===== config.mk =====
export PLATFORM = sky130hd
export DESIGN_NAME = rx_slot_lock_arbiter
export DESIGN_NICKNAME = d
export VERILOG_FILES = /design/src/rtl/rxslot_pkg.sv /design/src/rtl/rxslot_copy_timer.sv /design/src/rtl/rxslot_hold.sv /design/src/rtl/rxslot_slot.sv /design/src/rtl/rx_slot_lock_arbiter.sv
export SDC_FILE = /design/constraint.sdc
export NUM_CORES = 1
export LEC_CHECK = 0
export ABC_AREA = 1
export BUFFER_PORTS_ARGS = -buffer_cell sky130_fd_sc_hd__buf_4
export CORE_UTILIZATION = 58
export DETAILED_ROUTE_END_ITERATION = 10
export HOLD_SLACK_MARGIN = 0.08
export MAX_ROUTING_LAYER = met4
export PLACE_DENSITY = 0.84
export SLEW_MARGIN = 40
export SYNTH_ARGS = -nofsm -noshare
export SYNTH_HDL_FRONTEND = slang
export SYNTH_SLANG_ARGS = --single-unit
export TNS_END_PERCENT = 30

===== constraint.sdc =====
create_clock -name clk -period 3.2 [get_ports clk]
set_input_delay 0.16 -clock clk [delete_from_list [all_inputs] [get_ports clk]]
set_output_delay 0.16 -clock clk [all_outputs]
set_load 0.05 [all_outputs]

===== src/rtl/rxslot_pkg.sv =====
package rxslot_pkg;

  // Slot state occupies bits 3:1 of the code field; bit 0 is the busy flag.
  typedef enum logic [2:0] {
    ST_INACTIVE = 3'b000,
    ST_FULL     = 3'b001,
    ST_EMPTY    = 3'b010
  } slot_st_e;

  function automatic logic [3:0] pack_code(slot_st_e st, logic busy);
    return {st, busy};
  endfunction

  // A control-word read locks only a settled, filled slot.
  function automatic logic lock_allowed(slot_st_e st, logic busy);
    return (st == ST_FULL) && !busy;
  endfunction

endpackage


===== src/rtl/rxslot_copy_timer.sv =====
module rxslot_copy_timer #(
  parameter int COPY_CYC = 4
) (
  input  logic clk,
  input  logic rst_n,
  input  logic start,
  input  logic abort,
  output logic busy,
  output logic done
);
  localparam int CW = $clog2(COPY_CYC + 1);

  logic [CW-1:0] cnt_q;

  always_ff @(posedge clk) begin
    if (!rst_n)             cnt_q <= '0;
    else if (abort)         cnt_q <= '0;
    else if (start)         cnt_q <= CW'(COPY_CYC);
    else if (cnt_q != '0)   cnt_q <= cnt_q - CW'(1);
  end

  assign busy = (cnt_q != '0);
  assign done = (cnt_q == CW'(1)) && !abort;
endmodule


===== src/rtl/rxslot_hold.sv =====
module rxslot_hold #(
  parameter int DW = 8
) (
  input  logic          clk,
  input  logic          rst_n,
  input  logic          load,
  input  logic [DW-1:0] ld_data,
  input  logic          drop,
  input  logic          take,
  output logic          valid,
  output logic [DW-1:0] data
);
  always_ff @(posedge clk) begin
    if (!rst_n) begin
      valid <= 1'b0;
      data  <= '0;
    end else if (drop || take) begin
      valid <= 1'b0;
    end else if (load) begin
      valid <= 1'b1;
      data  <= ld_data;
    end
  end
endmodule


===== src/rtl/rxslot_slot.sv =====
module rxslot_slot
  import rxslot_pkg::*;
#(
  parameter int DW = 8
) (
  input  logic          clk,
  input  logic          rst_n,
  input  logic          deact,
  input  logic          round_start,
  input  logic          wr_en,
  input  logic [DW-1:0] wr_data,
  input  logic          lock_set,
  input  logic          lock_clr,
  output slot_st_e      st,
  output logic [DW-1:0] data,
  output logic          locked
);
  always_ff @(posedge clk) begin
    if (!rst_n) begin
      st     <= ST_EMPTY;
      data   <= '0;
      locked <= 1'b0;
    end else if (deact) begin
      st     <= ST_INACTIVE;
      locked <= 1'b0;
    end else begin
      if (wr_en) begin
        st   <= ST_FULL;
        data <= wr_data;
      end else if (round_start && st == ST_INACTIVE) begin
        st <= ST_EMPTY;
      end
      if (lock_set)      locked <= 1'b1;
      else if (lock_clr) locked <= 1'b0;
    end
  end
endmodule


===== src/rtl/rx_slot_lock_arbiter.sv =====
module rx_slot_lock_arbiter
  import rxslot_pkg::*;
#(
  parameter int DW       = 8,
  parameter int COPY_CYC = 4
) (
  input  logic          clk,
  input  logic          rst_n,
  input  logic          frm_valid_i,
  input  logic [DW-1:0] frm_data_i,
  input  logic          host_rd_i,
  input  logic          host_unlock_i,
  input  logic          host_deact_i,
  input  logic          round_start_i,
  output logic [3:0]    code_o,
  output logic          locked_o,
  output logic [DW-1:0] slot_data_o
);
  slot_st_e      st;
  logic          locked;
  logic          busy;
  logic          copy_done;
  logic          hold_valid;
  logic [DW-1:0] hold_data;

  // Named internal events
  logic          active;
  logic          frm_to_hold;
  logic          frm_to_slot;
  logic          hold_next_valid;
  logic [DW-1:0] hold_next_data;
  logic          unlock_ok;
  logic          copy_start;
  logic          lock_grant;
  logic          slot_wr;
  logic [DW-1:0] slot_wr_data;

  assign active          = (st != ST_INACTIVE);
  assign frm_to_hold     = frm_valid_i && active && (locked || busy) && !host_deact_i;
  assign frm_to_slot     = frm_valid_i && active && !locked && !busy && !host_deact_i;
  assign hold_next_valid = hold_valid || frm_to_hold;
  assign hold_next_data  = frm_to_hold ? frm_data_i : hold_data;
  assign unlock_ok       = host_unlock_i && locked && !host_deact_i;
  assign copy_start      = unlock_ok && hold_next_valid;
  assign lock_grant      = host_rd_i && lock_allowed(st, busy) && !host_deact_i;
  assign slot_wr         = frm_to_slot || copy_done;
  assign slot_wr_data    = copy_done ? hold_next_data : frm_data_i;

  rxslot_copy_timer #(.COPY_CYC(COPY_CYC)) u_timer (
    .clk   (clk),
    .rst_n (rst_n),
    .start (copy_start),
    .abort (host_deact_i),
    .busy  (busy),
    .done  (copy_done)
  );

  rxslot_hold #(.DW(DW)) u_hold (
    .clk     (clk),
    .rst_n   (rst_n),
    .load    (frm_to_hold),
    .ld_data (frm_data_i),
    .drop    (host_deact_i),
    .take    (copy_done),
    .valid   (hold_valid),
    .data    (hold_data)
  );

  rxslot_slot #(.DW(DW)) u_slot (
    .clk         (clk),
    .rst_n       (rst_n),
    .deact       (host_deact_i),
    .round_start (round_start_i),
    .wr_en       (slot_wr),
    .wr_data     (slot_wr_data),
    .lock_set    (lock_grant),
    .lock_clr    (unlock_ok),
    .st          (st),
    .data        (slot_data_o),
    .locked      (locked)
  );

  assign code_o   = pack_code(st, busy);
  assign locked_o = locked;
endmodule


; Word-level counts from Yosys, hierarchy flattened
; Cells that the tools add are included.
[classes]
add_sub_neg = 1
eq_ne = 2
mux = 9
n_bitwise = 2
n_reduce_logical = 32
[ops]
columns = operator, count
row1 = $mux 8, 2
row2 = $logic_and 1x1->1, 14
row3 = $reduce_bool 3->1, 3
row4 = $mux 2, 3
row5 = $mux 3, 2
row6 = $reduce_bool 2->1, 3
row7 = $logic_or 1x1->1, 4
row8 = $reduce_or 2->1, 2
row9 = $eq 3x1->1 const B, 1
row10 = $logic_not 1->1, 3
row11 = $logic_not 3->1, 1
row12 = $reduce_or 3->1, 1
row13 = $sub 3x1->3 const B, 1
row14 = $eq 2x1->1 const B, 1
row15 = $mux 1, 2
row16 = $not 1->1, 2
row17 = $reduce_and 2->1, 1
[totals]
regBits = 23
out_inout_bits = 13
wordCells = 54

; Longest topological paths before layout
; Gate-level depths: netlist (run 1).
[depth]
ltp_word = 8
mapped_depth = 12
ltp_nobuf = 11

; Modules after synthesis
; A second synthesis (run 1) with hierarchy kept.
[unflattened]
hier_cells = 202
area_unflattened_um2 = 1295.0
[by_module_without_submodules]
columns = mod, instances, cells_per_inst, area_per_inst_um2
row1 = rxslot_slot, 1, 70, 474.2
row2 = rxslot_hold, 1, 56, 404.1
row3 = rx_slot_lock_arbiter, 1, 46, 220.2
row4 = rxslot_copy_timer, 1, 30, 196.4

; Worst setup path after synthesis (run 1)
; Ideal clock, no wire load.
[synth_path]
path_kind = register to register
from = register u_timer.cnt_q[0]
to = register u_slot.data[0]
setup_ns = 0.113
arrival_time_ns = 1.506
required_ns = 3.087
path_slack_ns = 1.581
path_stages_with_launch = 12
synth_period_minus_slack_ns = 1.619
cell_sequence = dfxtp_1 > inv_1 > ha_1 > ha_1 > buf_6 > a21oi_4 > nand2_2 > buf_6 > nand2_1 > o21ai_1 > nor2_1 > nor2_1
[synth_between]
elab_chain_cells = 6
elab_cells_between_ends = 13
[synth_lines]
columns = item, line_no
row1 = "start, declared", rxslot_copy_timer.sv:13  ; logic [CW-1:0] cnt_q;
row2 = "start signal, assigned", rxslot_copy_timer.sv:18  ; else if (start) cnt_q <= CW'(COPY_CYC);
row3 = "start signal, assigned", rxslot_copy_timer.sv:19  ; else if (cnt_q != '0) cnt_q <= cnt_q - CW'(1);
row4 = $reduce_bool 3->1, rxslot_copy_timer.sv:22  ; assign busy = (cnt_q != '0);
row5 = $logic_or 1x1->1 or $logic_not 1->1 (tied branches), "rx_slot_lock_arbiter.sv:39, rx_slot_lock_arbiter.sv:40"
row6 = $logic_and 1x1->1 (on tied branches) (2 in series), "rx_slot_lock_arbiter.sv:39, rx_slot_lock_arbiter.sv:40"
row7 = $mux 8 or $logic_or 1x1->1 (tied branches), --
row8 = $mux 8 or $reduce_and 2->1 (tied branches), --
row9 = "end signal, assigned", rxslot_slot.sv:29  ; data <= wr_data;
row10 = "end, declared", rxslot_slot.sv:15  ; output logic [DW-1:0] data,
; Parallel ways exist; a longest one is shown, timed or not.
; A chain may end at the register's enable or synchronous reset.

; Worst setup path after layout (run 1)
[layout_path]
from = register u_timer.cnt_q[0]
to = register u_slot.data[2]
; Same word-level chain as after synthesis.

==> results of run 1 <==
worst max-delay path, cell delays in order (launching register included):
cell and delay (ns):
dfxtp_1 0.38, inv_1 0.07, ha_1 0.21, ha_1 0.31
a21oi_4 0.21, nand2_2 0.24, nand2_1 0.16, o21ai_1 0.08
nor2_1 0.13, nor2_1 0.06
metrics by stage:
stage          total power [uW]  hold slack, ns  cells  setup WS, ns  cell area (sq um)
2_1_floorplan             496.9          0.3166    208         1.581               1364
3_3_place_gp              535.4          0.4121    252         1.375               1510
3_5_place_dp              541.3          0.4140    252         1.280               1510
4_1_cts                   674.7         0.08661    256         1.265               1538
5_1_grt                   711.6         0.09524    256         1.094               1538
6_report                  672.0         0.08862    256         1.253               1538
metal layers:
layer  part of all wire, %  global-route usage, %
met1                    47                  30.77
met2                    48                  39.33
met3                   3.7                  3.636
met4                   1.9                  8.333
met5                     0                      -
kinds of logic (layout without fill, tap and decap cells):
kind of cell    count (synthesis)  after routing  synth area share (%)
simple gates                   97             97                 30.55
buf+inv                        55             75                 18.53
compound gates                 28             28                 13.21
flops                          23             23                 33.76
fa+ha+maj                       4              4                 3.670
other cells                     1              1                0.2750
sequential cells by signal, indices dropped and copies added (netlist names):
name and count:
u_hold.valid 1, u_slot.locked 1, u_hold.data 8, u_timer.cnt_q 3
u_slot.st 2, u_slot.data 8
power groups by stage:
stage,Combinational (uW),Clock [uW],Sequential (uW)
after detailed placement,213,0,328
after global routing,238,149,325
final,214,136,322
after floorplan,131,0,366
after CTS,214,139,322
after global placement,208,0,327
cell usage in the layout, fill, tap and decap left out:
master and n:
o31ai_1 1, nand2_1 39, and3_1 1, inv_1 43, o21ai_0 4, o21ai_1 6
a21oi_4 2, o211ai_1 6, nand3_1 20, nor3_1 1, a21oi_1 9, ha_1 4
conb_1 1, nand3_2 1, nor2_1 30, nor2_4 1, clkinv_2 1, nor2_2 1
dfxtp_1 23, buf_4 26, inv_2 2, nand2_2 3, clkbuf_4 3
cell type report:
cell class / instances / area share [%]
inverter: 45 / 10.98
tap: 28 / 2.278
timing repair buffer: 26 / 12.69
multi-input combinational: 130 / 42.31
clock buffer: 3 / 1.465
clock inverter: 1 / 0.3255
sequential: 23 / 29.94
final timing paths:
path | from | to | slack, ns
hold reg to reg | u_slot.locked$_SDFFE_PP0P_ | u_slot.locked$_SDFFE_PP0P_ | 0.50
setup / recovery | u_timer.cnt_q[0]$_SDFFE_PP0P_ | u_slot.data[2]$_SDFFE_PN0P_ | 1.25
setup reg to reg | u_timer.cnt_q[0]$_SDFFE_PP0P_ | u_slot.data[2]$_SDFFE_PN0P_ | 1.25
hold / removal | rst_n | u_slot.st[1]$_SDFFE_PN1P_ | 0.09
==> metrics.txt, run 1 <==
Clock power frac 20.3%; routability congestion estimate 0.7782; Lkg Pwr 0.0008566 uW; Main synth FF type dfxtp_1; leading area contributor after synthesis dfxtp_1; share of layout cells above drive strength 1 17.54%; initial antenna violation count 0; P_sw 244.2 uW; Setup Fix Bufs, Post-CTS 0; Worst Clk Skew 0.01038 ns; max-cap violations 0; number of synthesized flops with an enable pin 0; sequential power share 47.9%; Worst VDD drop 325.2 uV; post-cts sizing count 0; DP Wirelength 2067 microns; Required @ worst endpoint 3.43 ns; Post-Route WL 2638 microns; Core Area 0.002212 sq mm; Clock Tree Buf Depth 2; fraction of the cycle the final worst path needs 60.86%; DR iter-0 viols 29; Int Pwr 427.7 uW; drt drc 0; fmax 513.5 MHz; Fin. Hold Viols 0; crit path time final 1.947 ns; outcome finished clean; Yosys reg bits 23; Final Util 69.51%; DIE AREA 0.002549 sq mm; CTS buffer count 3; Synthesis Warnings 0; Post-CTS Hold Buffers 0; Netlist cell types 24; Post-Synthesis Cell Area 0.001364 sq mm; Total Routing Usage GR 24.26%; I/O Buffers 26; combinational share of power 31.8%; Vert. Die Dim 50.49 microns; Vias/cell 4.859; Async S/R FF share, synth 0%; DR WL/cell 10.30 microns; H-Tree Depth 1; clock sinks 23; # nets final 248; maximum fanout along the worst path 21; setup TNS 0 ns; First-pass DRT Iterations 4; num ports 28; most frequent cells after synthesis 43 x inv_1, 39 x nand2_1, 30 x nor2_1, 23 x dfxtp_1, 20 x nand3_1; Crit. End Element flop; Rows 17; final setup vio count 0; share of the synthesized area in the top cell type 33.76%; total number of vias 1244; latest clock arrival within the worst-skew pair 0.32 ns; WP data arrival 2.18 ns; R2R cell count 9; cell area power density 437.0 mW/mm^2; Die Wd 50.49 microns; RSZ-0062 raised after global routing false; clk root buf clkbuf_4; crit path launch type flop; Seq/Total Area, Yosys 33.76%; Mapped Nets 227; sw frac 36.34%; worst min path class input port to flop; critical setup path kind flop to flop; Fill cells 204; multi-input combinational cell area 650.6 sq um; first-pass GRT wire length 4636 microns; hold path cells 2; clk slew on worst S/H paths 0.13 ns; # diodes 0; remaining global-route overflow 0; Routed Antenna Nets 0; area grow syn2layout 12.75%; Avg Cell Area, Syn 6.557 sq um; largest net degree at the start of global routing 22; Post-Synthesis Cells 208; vias in the first global route 1107; Initial Utilization 61.65%; synth top area cells dfxtp_1 34%, inv_1 12%, nand2_1 11%, nor2_1 8.3%, nand3_1 7.3%; most common cell in the netlist inv_1; max-slew violations 0; CTS tree done; FF/Latch Area 460.4 sq um
No activity file was read; power rests on OpenSTA's default activity.
==> run 2, diff against run 1 <==
--- a/config.mk
+++ b/config.mk
@@ -5,13 +5,13 @@
 export SDC_FILE = /design/constraint.sdc
 export NUM_CORES = 1
 export LEC_CHECK = 0
-export ABC_AREA = 1
+export ABC_AREA = 0
 export BUFFER_PORTS_ARGS = -buffer_cell sky130_fd_sc_hd__buf_4
-export CORE_UTILIZATION = 58
+export CORE_UTILIZATION = 52
 export DETAILED_ROUTE_END_ITERATION = 10
 export HOLD_SLACK_MARGIN = 0.08
 export MAX_ROUTING_LAYER = met4
-export PLACE_DENSITY = 0.84
+export PLACE_DENSITY = 0.78
 export SLEW_MARGIN = 40
 export SYNTH_ARGS = -nofsm -noshare
 export SYNTH_HDL_FRONTEND = slang
==> constraint.sdc (replaced) <==
create_clock -name clk -period 1.8 [get_ports clk]
set_input_delay 0.09 -clock clk [delete_from_list [all_inputs] [get_ports clk]]
set_output_delay 0.09 -clock clk [all_outputs]
set_load 0.05 [all_outputs]
==> metrics.txt, run 2 <==
outcome finished clean; clk root buf clkbuf_4; total number of vias 1021; Lkg Pwr 0.0006566 uW; Fin. Hold Viols 0; max-slew violations 0; fmax 566.6 MHz; most frequent cells after synthesis 23 x dfxtp_1, 17 x mux2i_1, 15 x inv_1, 9 x nor2b_1; remaining global-route overflow 0; most common cell in the netlist dfxtp_1; cell area power density 608.9 mW/mm^2; share of the synthesized area in the top cell type 39.11%; CTS buffer count 3; Worst Clk Skew 0.007201 ns; drt drc 0; crit path launch type flop; number of synthesized flops with an enable pin 0; Max Used Layer met4; worst min path class input port to flop; maximum fanout along the worst path 8; Async S/R FF share, synth 0%; # nets final 188; WP data arrival 1.95 ns; num ports 28; Vert. Die Dim 49.59 microns; crit path time final 1.765 ns; first-pass GRT wire length 4229 microns; vias in the first global route 988; initial antenna violation count 0; Initial Utilization 57.66%; Netlist cell types 27; Post-Synthesis Cells 127; routability congestion estimate 0.8406; CTS tree done; First-pass DRT Iterations 4; DIE AREA 0.002459 sq mm; # diodes 0; Yosys reg bits 23; area grow syn2layout 37.51%; critical setup path kind flop to flop; clock sinks 23; H-Tree Depth 1; Main synth FF type dfxtp_1; RSZ-0062 raised after global routing true; Post-Route WL 2571 microns; I/O Buffers 26; Total Routing Usage GR 22.82%; DP Area 0.001440 sq mm; Mapped Nets 146; leading area contributor after synthesis dfxtp_1; WL met1 1147 microns; Routed Antenna Nets 0; Avg Cell Area, Syn 9.271 sq um; most frequent cells in the layout 33 x buf_4, 20 x dfxtp_1, 17 x mux2i_1, 13 x inv_1, 11 x dlygate4sd3_1; leading cell type in the layout, fill and taps excluded buf_4; DP Wirelength 1789 microns; setup TNS 0 ns; Die Wd 49.59 microns; Post-Synthesis Cell Area 0.001177 sq mm; top flop regs u_hold.data x8, u_slot.data x8, u_timer.cnt_q x3; DR iter-0 viols 17; fin area 0.001619 sq mm; max-cap violations 0; Core Area 0.002042 sq mm; Rows 16; Synthesis Warnings 0; Crit. End Element flop; synth top area cells dfxtp_1 39%, mux2i_1 14%, a221oi_1 6.0%, inv_1 4.8%, nor2b_1 4.8%; Vias/cell 5.236; clk slew on worst S/H paths 0.13 ns; DR WL/cell 13.18 microns; Seq/Total Area, Yosys 39.11%; final setup vio count 0; Clock Tree Buf Depth 2; latest clock arrival within the worst-skew pair 0.31 ns; Required @ worst endpoint 1.98 ns; fraction of the cycle the final worst path needs 98.05%; largest net degree at the start of global routing 19; Worst VDD drop 442.4 uV; share of layout cells above drive strength 1 36.31%; met3 WL 128 microns; met2 routed WL 1249 microns
[run 2: power by group]
group | total (uW) | switching, uW | leakage (uW) | internal, uW
registers | 536 | 10.3 | 0.000188 | 526
clock network | 241 | 158 | 0.0000177 | 82.9
logic | 209 | 122 | 0.000450 | 86.7
[run 2: path summary, 6_finish.rpt]
check	startpoint	end	slack, ns	depth (start not counted)
max	u_timer.cnt_q[1]$_SDFFE_PP0P_	u_slot.data[3]$_SDFFE_PN0P_	0.04	7
min	frm_data_i[7]	u_hold.data[7]$_SDFFE_PN0N_	0.08	3
max reg2reg	u_timer.cnt_q[1]$_SDFFE_PP0P_	u_slot.data[3]$_SDFFE_PN0P_	0.04	7
min reg2reg	u_slot.data[4]$_SDFFE_PN0P_	u_slot.data[4]$_SDFFE_PN0P_	0.48	2
[run 2: per-stage QoR]
stage	power (uW)	hold WS [ns]	utilization [%]	setup WS, ns	std cells
floorplan	667.4	0.2384	-	-0.05292	127
global placement	732.2	0.3649	70.53	-0.01297	179
detailed placement	734.2	0.3644	70.53	-0.04583	179
CTS	991.9	0.07647	77.63	-0.002934	194
global route	1028	0.08141	79.29	-0.06087	195
finish	985.8	0.08202	79.29	0.03503	195
[run 2: timing repair]
action / in CTS / in global routing
setup buffers: 0 / 1
pin swaps: 1 / 2
hold buffers: 11 / 0
gates resized for setup: 2 / 9
setup endpoints to repair: 9 / 16
hold endpoints to repair: 10 / 0
[run 2: routing by layer]
metal  up-vias  global-route usage [%]
li1        513                       -
met1       468                   27.43
met2        34                   38.29
met3         6                   2.778
met4         0                   9.524
met5         -                       -
[run 2: cells by family (layout without fill, tap and decap cells)]
logic type / after synthesis / in the layout / synth area share (%)
mux: 17 / 17 / 14.45
other cells: 1 / 1 / 0.3185
flops: 23 / 23 / 39.11
fa+ha+maj: 4 / 4 / 4.251
simple gates: 34 / 34 / 19.13
xor+xnor: 1 / 1 / 0.7440
compound gates: 24 / 24 / 13.28
buf+inv: 23 / 64 / 8.713
[run 2: final cells by class]
cell class	instances	area (sq um)
Clock buffer	3	22.52
Tap cell	27	33.78
Inverter	15	56.30
Fill cell	145	422.9
Clock inverter	1	5.005
Sequential cell	23	464.2
Multi-Input combinational cell	81	668.1
Timing Repair Buffer	45	369.1
[run 2: worst max-delay path, cell delays in order (launching register included)]
cell and delay (ns):
dfxtp_2 0.35, inv_2 0.07, ha_4 0.15, ha_4 0.14
nand2b_1 0.08, or4_4 0.59, o21ai_0 0.21, a221oi_1 0.07
